<file path="src/rtl/qdb_pkg.sv">
package qdb_pkg;
   localparam int IDX_W = 16;
   localparam int SZ_W  = IDX_W + 1;

   typedef logic [IDX_W-1:0] idx_t;
   typedef logic [SZ_W-1:0]  qsize_t;

   // distance travelled from b forward to a on a ring of the given size
   function automatic qsize_t ring_dist(input idx_t a, input idx_t b, input qsize_t size);
      qsize_t ea;
      qsize_t eb;
      ea = {1'b0, a};
      eb = {1'b0, b};
      if (a >= b) return ea - eb;
      return ea + size - eb;
   endfunction

   // index after a, wrapping to zero at the ring size
   function automatic idx_t ring_next(input idx_t a, input qsize_t size);
      qsize_t n;
      n = {1'b0, a} + qsize_t'(1);
      if (n >= size) return '0;
      return n[IDX_W-1:0];
   endfunction
endpackage

</file>
<file path="src/rtl/qdb_decode.sv">
module qdb_decode #(
   parameter int NUM_QP     = 4,
   parameter int ADDR_W     = 16,
   parameter int BASE_ADDR  = 'h1000,
   parameter int STRIDE_LG2 = 2
) (
   input  logic              wr_en,
   input  logic [ADDR_W-1:0] addr,
   output logic [NUM_QP-1:0] sel_sq_tail,
   output logic [NUM_QP-1:0] sel_cq_head
);
   localparam int STRIDE   = 1 << STRIDE_LG2;
   localparam int WIN_END  = BASE_ADDR + 2 * NUM_QP * STRIDE;

   if (WIN_END > (1 << ADDR_W)) begin : g_bad_window
      $error("doorbell window does not fit in the address width");
   end
   if (STRIDE_LG2 < 2) begin : g_bad_stride
      $error("doorbell stride must be at least 4 bytes");
   end

   for (genvar q = 0; q < NUM_QP; q++) begin : g_q
      localparam int SQ_OFF = BASE_ADDR + (2 * q) * STRIDE;
      localparam int CQ_OFF = BASE_ADDR + (2 * q + 1) * STRIDE;
      assign sel_sq_tail[q] = wr_en && (addr == ADDR_W'(SQ_OFF));
      assign sel_cq_head[q] = wr_en && (addr == ADDR_W'(CQ_OFF));
   end
endmodule

</file>
<file path="src/rtl/qdb_ring.sv">
module qdb_ring
   import qdb_pkg::*;
#(
   parameter int MAX_ENTRIES = 65536,
   parameter int DATA_W      = 32
) (
   input  logic              clk,
   input  logic              rst_n,
   input  logic              create,
   input  qsize_t            create_size,
   input  logic              sq_db,
   input  logic              cq_db,
   input  logic [DATA_W-1:0] db_val,
   input  logic              consume,
   input  logic              post,
   output logic              en,
   output idx_t              sq_head,
   output idx_t              sq_tail,
   output idx_t              cq_head,
   output idx_t              cq_tail,
   output idx_t              sq_pending,
   output logic              sq_empty,
   output logic              sq_full,
   output logic              cq_empty,
   output logic              cq_full,
   output logic              db_bad
);
   localparam qsize_t MAX_SZ = qsize_t'(MAX_ENTRIES);

   if (MAX_ENTRIES < 2 || MAX_ENTRIES > (1 << IDX_W)) begin : g_bad_max
      $error("queue limit must lie between 2 and 2**IDX_W");
   end
   if (DATA_W < SZ_W) begin : g_bad_data
      $error("doorbell data must be wider than the size field");
   end

   qsize_t size_q;
   qsize_t sq_cnt, sq_free, sq_adv, cq_cnt, cq_adv;
   idx_t   val_idx;
   logic   val_in_range, create_ok, sq_ok, cq_ok;

   assign val_idx      = db_val[IDX_W-1:0];
   assign val_in_range = db_val < DATA_W'(size_q);
   assign create_ok    = (create_size >= qsize_t'(2)) && (create_size <= MAX_SZ);

   assign sq_cnt  = ring_dist(sq_tail, sq_head, size_q);
   assign sq_free = en ? (size_q - sq_cnt - qsize_t'(1)) : '0;
   assign sq_adv  = ring_dist(val_idx, sq_tail, size_q);
   assign sq_ok   = en && val_in_range && (sq_adv <= sq_free);

   assign cq_cnt  = ring_dist(cq_tail, cq_head, size_q);
   assign cq_adv  = ring_dist(val_idx, cq_head, size_q);
   assign cq_ok   = en && val_in_range && (cq_adv <= cq_cnt);

   assign sq_empty   = (sq_head == sq_tail);
   assign cq_empty   = (cq_head == cq_tail);
   assign sq_full    = en && (ring_next(sq_tail, size_q) == sq_head);
   assign cq_full    = en && (ring_next(cq_tail, size_q) == cq_head);
   assign sq_pending = sq_cnt[IDX_W-1:0];
   assign db_bad     = (sq_db && !sq_ok) || (cq_db && !cq_ok);

   always_ff @(posedge clk or negedge rst_n) begin
      if (!rst_n) begin
         en      <= 1'b0;
         size_q  <= '0;
         sq_head <= '0;
         sq_tail <= '0;
         cq_head <= '0;
         cq_tail <= '0;
      end else if (create) begin
         en      <= create_ok;
         size_q  <= create_ok ? create_size : '0;
         sq_head <= '0;
         sq_tail <= '0;
         cq_head <= '0;
         cq_tail <= '0;
      end else begin
         if (sq_db && sq_ok)              sq_tail <= val_idx;
         if (consume && en && !sq_empty)  sq_head <= ring_next(sq_head, size_q);
         if (cq_db && cq_ok)              cq_head <= val_idx;
         if (post && en && !cq_full)      cq_tail <= ring_next(cq_tail, size_q);
      end
   end

   AST_SIZE_LEGAL: assert property (@(posedge clk) disable iff (!rst_n)
      en |-> (size_q >= qsize_t'(2) && size_q <= MAX_SZ));
   AST_DISABLED_IDLE: assert property (@(posedge clk) disable iff (!rst_n)
      !en |-> (sq_empty && cq_empty && !sq_full && !cq_full));
   AST_SQ_PTR_RANGE: assert property (@(posedge clk) disable iff (!rst_n)
      en |-> ({1'b0, sq_head} < size_q && {1'b0, sq_tail} < size_q));
   AST_CQ_PTR_RANGE: assert property (@(posedge clk) disable iff (!rst_n)
      en |-> ({1'b0, cq_head} < size_q && {1'b0, cq_tail} < size_q));
   AST_BAD_SQ_HOLDS: assert property (@(posedge clk) disable iff (!rst_n)
      (sq_db && !sq_ok && !create) |=> $stable(sq_tail));
   AST_BAD_CQ_HOLDS: assert property (@(posedge clk) disable iff (!rst_n)
      (cq_db && !cq_ok && !create) |=> $stable(cq_head));
   AST_PENDING_BOUND: assert property (@(posedge clk) disable iff (!rst_n)
      en |-> ({1'b0, sq_pending} < size_q));
   AST_EMPTY_NO_CONSUME: assert property (@(posedge clk) disable iff (!rst_n)
      (consume && sq_empty && !create) |=> $stable(sq_head));
   AST_FULL_NO_POST: assert property (@(posedge clk) disable iff (!rst_n)
      (post && cq_full && !create) |=> $stable(cq_tail));
endmodule

</file>
<file path="src/rtl/qdb_tracker.sv">
module qdb_tracker
   import qdb_pkg::*;
#(
   parameter int NUM_QP     = 4,
   parameter int ADDR_W     = 16,
   parameter int DATA_W     = 32,
   parameter int BASE_ADDR  = 'h1000,
   parameter int STRIDE_LG2 = 2,
   parameter int ADMIN_MAX  = 4096,
   parameter int IO_MAX     = 65536,
   localparam int QID_W     = (NUM_QP > 1) ? $clog2(NUM_QP) : 1
) (
   input  logic                    clk,
   input  logic                    rst_n,
   input  logic                    db_wr_en,
   input  logic [ADDR_W-1:0]       db_wr_addr,
   input  logic [DATA_W-1:0]       db_wr_data,
   input  logic                    create_en,
   input  logic [QID_W-1:0]        create_qid,
   input  logic [SZ_W-1:0]         create_size,
   input  logic                    consume_en,
   input  logic [QID_W-1:0]        consume_qid,
   input  logic                    post_en,
   input  logic [QID_W-1:0]        post_qid,
   output logic [NUM_QP-1:0]       q_enabled,
   output logic [NUM_QP-1:0]       sq_empty,
   output logic [NUM_QP-1:0]       sq_full,
   output logic [NUM_QP-1:0]       cq_empty,
   output logic [NUM_QP-1:0]       cq_full,
   output logic [NUM_QP*IDX_W-1:0] sq_pending,
   output logic [NUM_QP*IDX_W-1:0] sq_head,
   output logic [NUM_QP*IDX_W-1:0] sq_tail,
   output logic [NUM_QP*IDX_W-1:0] cq_head,
   output logic [NUM_QP*IDX_W-1:0] cq_tail,
   output logic                    db_err
);
   if (NUM_QP < 1 || NUM_QP > 1024) begin : g_bad_qp
      $error("NUM_QP must lie between 1 and 1024");
   end

   logic [NUM_QP-1:0] sel_sq, sel_cq, bad;

   qdb_decode #(
      .NUM_QP(NUM_QP), .ADDR_W(ADDR_W),
      .BASE_ADDR(BASE_ADDR), .STRIDE_LG2(STRIDE_LG2)
   ) u_decode (
      .wr_en(db_wr_en), .addr(db_wr_addr),
      .sel_sq_tail(sel_sq), .sel_cq_head(sel_cq)
   );

   for (genvar q = 0; q < NUM_QP; q++) begin : g_pair
      localparam int LIMIT = (q == 0) ? ADMIN_MAX : IO_MAX;
      qdb_ring #(.MAX_ENTRIES(LIMIT), .DATA_W(DATA_W)) u_ring (
         .clk(clk), .rst_n(rst_n),
         .create(create_en && (create_qid == QID_W'(q))),
         .create_size(create_size),
         .sq_db(sel_sq[q]), .cq_db(sel_cq[q]), .db_val(db_wr_data),
         .consume(consume_en && (consume_qid == QID_W'(q))),
         .post(post_en && (post_qid == QID_W'(q))),
         .en(q_enabled[q]),
         .sq_head(sq_head[q*IDX_W +: IDX_W]), .sq_tail(sq_tail[q*IDX_W +: IDX_W]),
         .cq_head(cq_head[q*IDX_W +: IDX_W]), .cq_tail(cq_tail[q*IDX_W +: IDX_W]),
         .sq_pending(sq_pending[q*IDX_W +: IDX_W]),
         .sq_empty(sq_empty[q]), .sq_full(sq_full[q]),
         .cq_empty(cq_empty[q]), .cq_full(cq_full[q]),
         .db_bad(bad[q])
      );
   end

   always_ff @(posedge clk or negedge rst_n) begin
      if (!rst_n) db_err <= 1'b0;
      else        db_err <= db_err | (|bad);
   end

   AST_ERR_STICKY: assert property (@(posedge clk) disable iff (!rst_n)
      db_err |=> db_err);
   AST_ONE_DB_TARGET: assert property (@(posedge clk) disable iff (!rst_n)
      $onehot0({sel_sq, sel_cq}));
   AST_NO_ERR_WITHOUT_DB: assert property (@(posedge clk) disable iff (!rst_n)
      (!db_err && !db_wr_en) |=> !db_err);
endmodule

</file>
<file path="config.mk">
export PLATFORM = sky130hd
export DESIGN_NAME = qdb_tracker
export DESIGN_NICKNAME = d
export VERILOG_FILES = /design/src/rtl/qdb_pkg.sv /design/src/rtl/qdb_decode.sv /design/src/rtl/qdb_ring.sv /design/src/rtl/qdb_tracker.sv
export SDC_FILE = /design/constraint.sdc
export NUM_CORES = 2
export LEC_CHECK = 0
export ABC_AREA = 1
export BUFFER_PORTS_ARGS = -buffer_cell sky130_fd_sc_hd__buf_2
export CELL_PAD_IN_SITES_DETAIL_PLACEMENT = 2
export CELL_PAD_IN_SITES_GLOBAL_PLACEMENT = 2
export CORE_MARGIN = 3
export CORE_UTILIZATION = 33
export CTS_BUF_LIST = sky130_fd_sc_hd__clkbuf_8
export CTS_CLUSTER_SIZE = 30
export DETAILED_ROUTE_END_ITERATION = 7
export HOLD_SLACK_MARGIN = 0.12
export PLACE_DENSITY = 0.86
export REMOVE_ABC_BUFFERS = 1
export SYNTH_ARGS = -nofsm -noshare
export SYNTH_HDL_FRONTEND = slang
export SYNTH_SLANG_ARGS = --single-unit
</file>
<file path="constraint.sdc">
create_clock -name clk -period 5.4 [get_ports clk]
set_clock_uncertainty 0.05 [all_clocks]
set_input_delay 0.27 -clock clk [delete_from_list [all_inputs] [get_ports clk]]
set_output_delay 0.27 -clock clk [all_outputs]
set_load 0.02 [all_outputs]
</file>
==> results of run 1 <==
## repair_timing
action | CTS
setup buffers | 176
pin swaps | 306
cloned | 14
gates resized for setup | 1203
hold buffers | 56
endpoints found under the hold margin | 428
setup endpoints to repair | 136
## stage by stage
| stage | TNS (ps) | hold WS [ps] |
|---|---|---|
| CTS | -58410 | 123.7 |
| detailed placement | -149850 | 218.2 |
| global placement | -77300 | 212.3 |
| floorplan | -58080 | -75.59 |
## routing by layer
metal / track usage (%) / GRT overflow
met5: 23.83 / 1
met4: 76.34 / 136
met3: 55.99 / 7
met2: 91.57 / 153
met1: 70.18 / 0
## kinds of logic after synthesis
kind of cell	count (synthesis)	share of synthesized area, %
AO/OA/AOI/OAI	2040	17.35
XOR/XNOR	570	7.771
adder cells (fa/ha/maj)	1224	25.67
buffers and inverters	1715	10.20
flip-flops	329	12.80
multiplexers	25	0.3889
AND/OR/NAND/NOR	3841	25.83
==> summary.md, run 1 <==
| Metric | Value |
|---|---|
| Gate Count Post-Synth | 9744 |
| Most area-hungry cell type in the Yosys netlist | ha_1 |
| Post-synth EDFFs | 0 |
| Largest net degree at the start of global routing | 123 |
| Yosys warnings | 0 |
| Synth cell types | 66 |
| CTS sink count | 329 |
| Post-synth ARST share | 100.0% |
| IO buf count | 417 |
| Status | did not finish |
| Syn Std Cell Area | 64340 um2 |
| Yosys reg bits | 329 |
| Top cells by area, synth | ha_1, dfrtp_1, nand2_1 |
| Site Rows | 161 |
| Initial Util | 33.31% |
| Ys flop type | dfrtp_1 |
| Die height | 447.6 um |
| Dpl ws | -1833 ps |
| Average size of a mapped cell | 6.603 um2 |
| I/O pin cnt | 418 |
| DP HPWL | 362900 um |
| GP Congestion | 0.9964 |
| GR Overflow Total | 297 |
| CTS max path bufs | 3 |
| Chip width | 447.6 um |
| H-tree depth | 3 |
| Number of CTS-inserted buffers | 83 |
| Root Buffer | clkbuf_8 |
| Top-count cell post-synth | nand2_1 |
| Failing step | global routing |
| Placed cell area | 81620 um2 |
| First Error | [ERROR GRT-0232] Routing congestion too high. Check the congestion heatmap in the GUI. |
| Seq/Total Area, Yosys | 12.80% |
| Post-synth top cells | nand2_1, inv_1, ha_1, o21ai_0, a21oi_1 |
| Gr usage total | 72.66% |
| Placed insts | 14.16k |
| Yosys top cell area share | 20.69% |
==> inputs of run 2 (changes only) <==
--- a/config.mk
+++ b/config.mk
@@ -7,15 +7,10 @@
 export LEC_CHECK = 0
 export ABC_AREA = 1
 export BUFFER_PORTS_ARGS = -buffer_cell sky130_fd_sc_hd__buf_2
-export CELL_PAD_IN_SITES_DETAIL_PLACEMENT = 2
-export CELL_PAD_IN_SITES_GLOBAL_PLACEMENT = 2
 export CORE_MARGIN = 3
-export CORE_UTILIZATION = 33
-export CTS_BUF_LIST = sky130_fd_sc_hd__clkbuf_8
-export CTS_CLUSTER_SIZE = 30
+export CORE_UTILIZATION = 25
 export DETAILED_ROUTE_END_ITERATION = 7
-export HOLD_SLACK_MARGIN = 0.12
-export PLACE_DENSITY = 0.86
+export PLACE_DENSITY_LB_ADDON = 0.15
 export REMOVE_ABC_BUFFERS = 1
 export SYNTH_ARGS = -nofsm -noshare
 export SYNTH_HDL_FRONTEND = slang
==> constraint.sdc (replaced) <==
create_clock -name clk -period 7 [get_ports clk]
set_clock_uncertainty 0.05 [all_clocks]
set_input_delay 0.35 -clock clk [delete_from_list [all_inputs] [get_ports clk]]
set_output_delay 0.35 -clock clk [all_outputs]
set_load 0.02 [all_outputs]
==> run 2 against run 1 <==
Against the previous run:
- the run now ends clean
- synthesized area stayed put
- synthesized cell count stayed put
==> summary.md, run 2 <==
| Metric | Value |
|---|---|
| Root Buffer | clkbuf_16 |
| Post-Synth Adder-Cell Area | 25.67% |
| Top Family by Delay on Critical Path | compound AO/OA/AOI/OAI gates |
| Yosys reg bits | 329 |
| Ys flop type | dfrtp_1 |
| Pwr/cell area | 242.7 nW/um2 |
| Number of flip-flops in the largest register | 68 |
| CP Buf/Inv Count | 3 |
| Slowest library cell on the worst path | dfrtp_1 |
| Site Rows | 185 |
| Xor/xnor share of the synthesized area | 7.771% |
| Setup TNS | 0 ps |
| Wire per inst | 24.64 um |
| GP Congestion | 0.9481 |
| Hold WC Path Type | in -> reg |
| Most area-hungry cell type in the Yosys netlist | ha_1 |
| 1st-iter DRT viols | 6193 |
| Number of global-route vias before repair | 66.93k |
| H-tree depth | 2 |
| Gate Count Post-Synth | 9744 |
| Synth cell types | 66 |
| Most common cell after layout, fill and taps aside | nand2_1 |
| Post-route ant nets | 0 |
| Largest net degree at the start of global routing | 69 |
| Leakage | 40.01 nW |
| Nets | 11.69k |
| DP HPWL | 280700 um |
| Clock Power Share | 17.0% |
| Crit path kind | reg -> reg |
| Largest family of logic cells by synthesized area | simple AND/OR/NAND/NOR gates |
| Final instance area | 74590 um2 |
| IO buf count | 417 |
| Post-synth EDFFs | 0 |
| Gr usage total | 24.76% |
| Layout cells sized above 1 | 9.543% |
| Yosys warnings | 0 |
| Core Area | 255100 um2 |
| Top cells by area, synth | ha_1, dfrtp_1, nand2_1 |
| Relative slew slack | 13.32% |
| I/O pin cnt | 418 |
| Die footprint | 263500 um2 |
| Post-synthesis mux area share | 0.3889% |
| Layout area overhead | 15.93% |
| Via density | 5.096 |
| TritonRoute pass-1 iters | 6 |
| Final Max Slew Viols | 0 |
| Post-synth top cells | nand2_1, inv_1, ha_1, o21ai_0, a21oi_1 |
| Final WL | 340500 um |
| CTS sink count | 329 |
| Hold slack | 56.58 ps |
| Crit path time final | 6503 ps |
| Actual slew at the worst max-slew pin | 1295 ps |
| Synth Area in Compound Gates | 17.35% |
| Number of CTS-inserted buffers | 56 |
| Initial Util | 25.22% |
| Non-Filler Instances | 13.82k |
| Part of the power in registers | 12.3% |
| Worst Path Required | 7500 ps |
| Post-synth ARST share | 100.0% |
| Via count | 70.40k |
| Top-count cell post-synth | nand2_1 |
| Worst skew pair latency | 730 ps |
| Initial antenna violation count | 26 |
| Crit path launch type | register |
| Hold Vio Cnt, Final | 0 |
| Dpl ws | 218.2 ps |
| Internal power | 0.008269 W |
| Max frequency | 0.1538 GHz |
| Yosys top cell area share | 20.69% |
| Switching pwr | 0.009839 W |
| Setup ws final | 497.5 ps |
| Global-route wire length before repair | 478800 um |
| Most frequent cells in the layout | nand2_1, inv_1, ha_1 |
| Placed cell area | 72490 um2 |
| Crit. End Element | register |
| Average size of a mapped cell | 6.603 um2 |
| Final setup vio count | 0 |
| Post-route clock period utilization | 92.89% |
| Max incr delay on CP | 490 ps |
| Fillers | 28.45k |
| Worst EP arrival | 7000 ps |
| Simple-gate area share of the yosys netlist | 25.83% |
| Die height | 513.3 um |
| Largest Register | g_pair.u_ring.size_q |
| Drt drc | 0 |
| Peak supply drop | 0.0002187 V |
| Chip width | 513.3 um |
| CTS tree | built |
| Crit path top cell by count | nand2_1 |
| CTS max path bufs | 3 |
| Clock transition at the registers of the reported paths | 60 ps |
| GR Overflow Total | 0 |
| Seq/Total Area, Yosys | 12.80% |
| Crit path max fanout | 32 |
| Max-cap violations | 0 |
| Status | completed |
| Gate power share | 70.6% |
| Switching portion of total power | 54.34% |
| Syn Std Cell Area | 64340 um2 |
| Placed insts | 13.69k |
## run 2: cell counts after synthesis
No cell type changed its count.
## run 2: area by class of cell
class	count	area [um2]	area share [%]
multi-input combinational	7700	49630	66.53
sequential	329	8237	11.04
inverter	1534	5766	7.729
timing repair buffer	770	4797	6.431
tap	3366	4212	5.646
clock buffer	72	1553	2.082
clock inverter	32	372.9	0.4998
antenna	13	32.53	0.04361
## run 2: worst paths after layout
path / startpoint / endpoint / slack (ps) / depth (start not counted)
max reg2reg: g_pair[3].u_ring.size_q[2] / g_pair[3].u_ring.cq_head[1] / 500 / 28
min: create_size[5] / g_pair[0].u_ring.size_q[5] / 60 / 3
min in group asynchronous: rst_n / g_pair[0].u_ring.cq_tail[12] / 220 / 2
max: g_pair[3].u_ring.size_q[2] / g_pair[3].u_ring.cq_head[1] / 500 / 28
min reg2reg: g_pair[3].u_ring.sq_head[14] / g_pair[3].u_ring.sq_head[14] / 530 / 2
max in group asynchronous: rst_n / g_pair[2].u_ring.cq_tail[7] / 5200 / 3
## run 2: what timing repair did
action                     CTS  global route
gates resized for setup      0            26
hold endpoints to repair    62             0
setup buffers                0             7
setup endpoints to repair    0            97
hold buffers                 6             0
## run 2: worst register-to-register path, delay by kind of cell, from the launching register on
kind            cells  cell delay, ps
fa+ha+maj           3            1150
buf+inv             3             600
xor+xnor            1             480
simple gates       11            1310
compound gates     10            2280
flops               1             490
## run 2: cells by family (layout without fill, tap and decap cells)
group / Yosys count / in the layout
compound gates: 2040 / 2040
fa+ha+maj: 1224 / 1224
buf+inv: 1715 / 2408
xor+xnor: 570 / 570
other cells: 0 / 13
mux: 25 / 25
flops: 329 / 329
simple gates: 3841 / 3841
## run 2: power groups by stage
stage | Clock, W | Sequential (W) | Combinational (W)
floorplan | 0 | 0.00221 | 0.00841
global placement | 0 | 0.00226 | 0.0126
detailed placement | 0 | 0.00226 | 0.0126
CTS | 0.00317 | 0.00223 | 0.0127
global route | 0.00324 | 0.00223 | 0.0143
finish | 0.00309 | 0.00223 | 0.0128
## run 2: routing by layer
| metal | wire [um] | track usage [%] | vias up |
|---|---|---|---|
| met5 | 27 | 0 | - |
| met1 | 154300 | 33.55 | 33644 |
| met4 | 11270 | 7.419 | 4 |
| met2 | 155100 | 40.63 | 2342 |
| li1 | - | - | 34044 |
| met3 | 19770 | 3.421 | 368 |
## run 2: metrics by stage
stage	power, W	utilization (%)
2_1_floorplan	0.01061	-
3_3_place_gp	0.01483	28.42
3_5_place_dp	0.01486	28.42
4_1_cts	0.01808	29.20
5_1_grt	0.01973	29.24
6_report	0.01811	29.24
Power figures use the tool's default switching activity.
